<file path="src/rtl/gray_cnt_pkg.sv">
package gray_cnt_pkg;
  typedef enum logic {
    DIR_DOWN = 1'b0,
    DIR_UP   = 1'b1
  } cnt_dir_e;
endpackage

</file>
<file path="src/rtl/gray_cnt_next.sv">
module gray_cnt_next
  import gray_cnt_pkg::*;
#(
  parameter int W = 4
) (
  input  logic [W-1:0] bin_q_i,
  input  logic         en_i,
  input  cnt_dir_e     dir_i,
  output logic [W-1:0] bin_d_o
);
  localparam logic [W-1:0] ONE = W'(1);

  always_comb begin
    bin_d_o = bin_q_i;
    if (en_i) begin
      if (dir_i == DIR_UP) bin_d_o = bin_q_i + ONE;
      else                 bin_d_o = bin_q_i - ONE;
    end
  end
endmodule

</file>
<file path="src/rtl/gray_cnt_enc.sv">
module gray_cnt_enc #(
  parameter int W = 4
) (
  input  logic [W-1:0] bin_i,
  output logic [W-1:0] gray_o
);
  localparam int MSB = W - 1;

  for (genvar i = 0; i < MSB; i++) begin : g_pair
    assign gray_o[i] = bin_i[i+1] ^ bin_i[i];
  end
  assign gray_o[MSB] = bin_i[MSB];
endmodule

</file>
<file path="src/rtl/gray_cnt_reg.sv">
module gray_cnt_reg #(
  parameter int W = 4
) (
  input  logic         clk_i,
  input  logic         rst_ni,
  input  logic [W-1:0] d_i,
  output logic [W-1:0] q_o
);
  always_ff @(posedge clk_i or negedge rst_ni) begin
    if (!rst_ni) q_o <= '0;
    else         q_o <= d_i;
  end
endmodule

</file>
<file path="src/rtl/gray_cnt.sv">
module gray_cnt
  import gray_cnt_pkg::*;
#(
  parameter int W = 4
) (
  input  logic         clk_i,
  input  logic         rst_ni,
  input  logic         en_i,
  input  logic         up_i,
  output logic [W-1:0] bin_o,
  output logic [W-1:0] gray_o
);
  logic [W-1:0] bin_q, bin_d, gray_d;
  cnt_dir_e     dir;

  assign dir = up_i ? DIR_UP : DIR_DOWN;

  gray_cnt_next #(.W(W)) u_next (
    .bin_q_i(bin_q), .en_i(en_i), .dir_i(dir), .bin_d_o(bin_d)
  );

  // encode from D, not Q, so both banks load the same count
  gray_cnt_enc #(.W(W)) u_enc (.bin_i(bin_d), .gray_o(gray_d));

  gray_cnt_reg #(.W(W)) u_bin_reg (
    .clk_i(clk_i), .rst_ni(rst_ni), .d_i(bin_d), .q_o(bin_q)
  );

  gray_cnt_reg #(.W(W)) u_gray_reg (
    .clk_i(clk_i), .rst_ni(rst_ni), .d_i(gray_d), .q_o(gray_o)
  );

  assign bin_o = bin_q;
endmodule

</file>
<file path="config.mk">
export PLATFORM = sky130hd
export DESIGN_NAME = gray_cnt
export DESIGN_NICKNAME = d
export VERILOG_FILES = /design/src/rtl/gray_cnt_pkg.sv /design/src/rtl/gray_cnt_next.sv /design/src/rtl/gray_cnt_enc.sv /design/src/rtl/gray_cnt_reg.sv /design/src/rtl/gray_cnt.sv
export SDC_FILE = /design/constraint.sdc
export NUM_CORES = 1
export LEC_CHECK = 0
export ABC_AREA = 0
export BUFFER_PORTS_ARGS = -buffer_cell sky130_fd_sc_hd__buf_2
export CAP_MARGIN = 0
export CORE_AREA = 10 10 47 49
export CTS_CLUSTER_DIAMETER = 150
export DETAILED_ROUTE_END_ITERATION = 8
export DIE_AREA = 0 0 57 59
export SLEW_MARGIN = 10
export SYNTH_ARGS = -nofsm -noshare
export SYNTH_HDL_FRONTEND = slang
export SYNTH_SLANG_ARGS = --single-unit
</file>
<file path="constraint.sdc">
create_clock -name clk_i -period 2.84 [get_ports clk_i]
set_input_delay 0.568 -clock clk_i [delete_from_list [all_inputs] [get_ports clk_i]]
set_output_delay 0.568 -clock clk_i [all_outputs]
set_load 0.03 [all_outputs]
</file>
==> reports/results.ini <==
[grt]
grt_pass1_vias=305
antenna_found_initial=0
grtUsageTotal=0.0539
gr-total-overflow=0
grt_max_degree=8
grt_pass1_wl_um=1380

[cells_and_area]
n_antenna_cell=0
ff_latch_area_um2=175
mostFrequentLayoutCell=buf_2
layout_common_cells=11 x buf_2, 7 x dfrtp_1, 5 x xnor2_1
drive_gt1_frac=0.349
nets=51
utilization=0.320
fillers=169
multi_input_comb_area_um2=156
area_delta_synth_final_pct=26.5

[die]
rows=14
die_x_um=57
initial_core_util=0.253
die_h_um=59
dieArea_um2=3360
io_pins=12
core_area_um2=1400

[place]
place.gp.congestion=0.790
dp_hpwl_um=630
portBuffers=11

[drt]
vias=248
ant_nets=0
vias_per_cell=4.20
drt_iter0_markers=3
wl_per_cell_um=12.5
drc=0
drt_first_pass_iters=2
routed_wl_um=740

[setup_path]
startpoint=u_bin_reg.q_o[0]
ff2ff_path_depth=6
required_ps=3000
rrSetupSlack_ps=1140
r2r-end=u_gray_reg.q_o[2]
critPathLaunchType=register
cp.arrival_ps=1870
path_class=reg -> reg
setup.worst_path.end_class=register
worst-path-max-fanout=4
r2r-start=u_bin_reg.q_o[0]

[min_path]
hp-class=in -> async

[sta]
fin_crit_ps=1700
slew_headroom=0.762
max_freq_mhz=588
worst_pin_slew_ps=347
setup_viol=0
finClkSkew_ps=0.327
hold_viol=0
tns_ps=0
drv_slew=0
rsz0062_at_grt=no
period_share=0.599

[logic_synthesis]
yosys-top-cells-area=dfrtp_1 49%, xnor2_1 12%, ha_1 7.1%, fa_1 5.7%, xor2_1 4.9%
synth_nets=36
ys_warn_count=0
yosysTopAreaCell=dfrtp_1
synth_top_area_share=0.495
yosysSeqAreaShare=0.495
syn_inst=29
ys_ff_latch=7
synth_compound_area_frac=0.0424
synth_area_um2=354
synth_cell_types=13
synthSimpleGateAreaFrac=0.0318
muxShareOfSynthArea=0.0671
synth_top_family_by_area=XOR/XNOR gates
synth_adder_area_share=0.127
synth_area_per_cell_um2=12.2
synth_xor_area_frac=0.173

[flow_run]
maxCapViolCount=0

[clock_network]
clockBufferDepth=2
ctsHoldBuffers=0
insertion_delay_ps=240
clk_pin_slew_ps=50
cts_tree=done
cts.sinks=7
cts_root_buf=clkbuf_4
cts_setup_buffers=0
numCtsBuffers=3
h-tree-depth=1
ctsResizeCount=0

[status]
outcome=completed

-- stage by stage --
step                hold WS, ps  worst slack (ps)  instance area (µm²)  std cells
global placement            406               934                  422         55
global route                140               977                  448         59
floorplan                   272              1080                  354         29
detailed placement          411               879                  422         55
finish                      146              1140                  448         59
CTS                         145              1100                  448         59
-- synth_stat cells --
| master | count |
|---|---|
| xnor2_1 | 5 |
| xor2_1 | 2 |
| dfrtp_1 | 7 |
| mux2i_2 | 1 |
| mux2i_1 | 1 |
| buf_4 | 1 |
| fa_1 | 1 |
| nand3_1 | 1 |
| and3_1 | 1 |
| a21oi_1 | 2 |
| ha_1 | 2 |
| o21ai_1 | 1 |
| inv_1 | 4 |
-- logic make-up (layout without fill, tap and decap cells) --
kind of cell | count (synthesis) | in the layout
multiplexers | 2 | 2
buffers and inverters | 5 | 19
AO/OA/AOI/OAI | 3 | 3
XOR/XNOR | 7 | 7
adder cells (fa/ha/maj) | 3 | 3
flip-flops | 7 | 7
AND/OR/NAND/NOR | 2 | 2
-- worst max-delay path, cell delays in order (launching register included) --
cell	delay, ps
dfrtp_1	400
inv_1	80
fa_1	400
xnor2_1	150
mux2i_2	260
xnor2_1	180
xnor2_1	140
-- routing by layer --
| metal | global-route usage | vias to the layer above | wire, µm |
|---|---|---|---|
| met5 | 0 | - | 0 |
| met4 | 0.0302 | 0 | 0 |
| met3 | 0.0300 | 0 | 54 |
| met2 | 0.0977 | 5 | 434 |
| met1 | 0.0459 | 125 | 251 |
| li1 | - | 118 | - |
-- layout make-up --
| class | count | share of cell area |
|---|---|---|
| Sequential cell | 7 | 0.391 |
| Multi-Input combinational cell | 17 | 0.349 |
| Timing Repair Buffer | 11 | 0.123 |
| Clock buffer | 4 | 0.0587 |
| Tap cell | 16 | 0.0447 |
| Inverter | 4 | 0.0335 |
-- state kept, by name (all words and copies together) (netlist names) --
| register | count |
|---|---|
| u_gray_reg.q_o | 3 |
| u_bin_reg.q_o | 4 |
-- worst max-delay path by stage --
stage | cells past startpoint | slack (ps) | endpoint
2_1_floorplan | 6 | 1080 | u_gray_reg.q_o[2]
3_3_place_gp | 6 | 930 | u_gray_reg.q_o[2]
3_5_place_dp | 6 | 880 | u_gray_reg.q_o[2]
4_1_cts | 6 | 1100 | u_gray_reg.q_o[2]
5_1_grt | 6 | 980 | u_gray_reg.q_o[2]
6_report | 6 | 1140 | u_gray_reg.q_o[2]
Power is left out: the tool's default activity adds up to more than one toggle a clock period on the data nets, which glitch-free logic cannot reach.
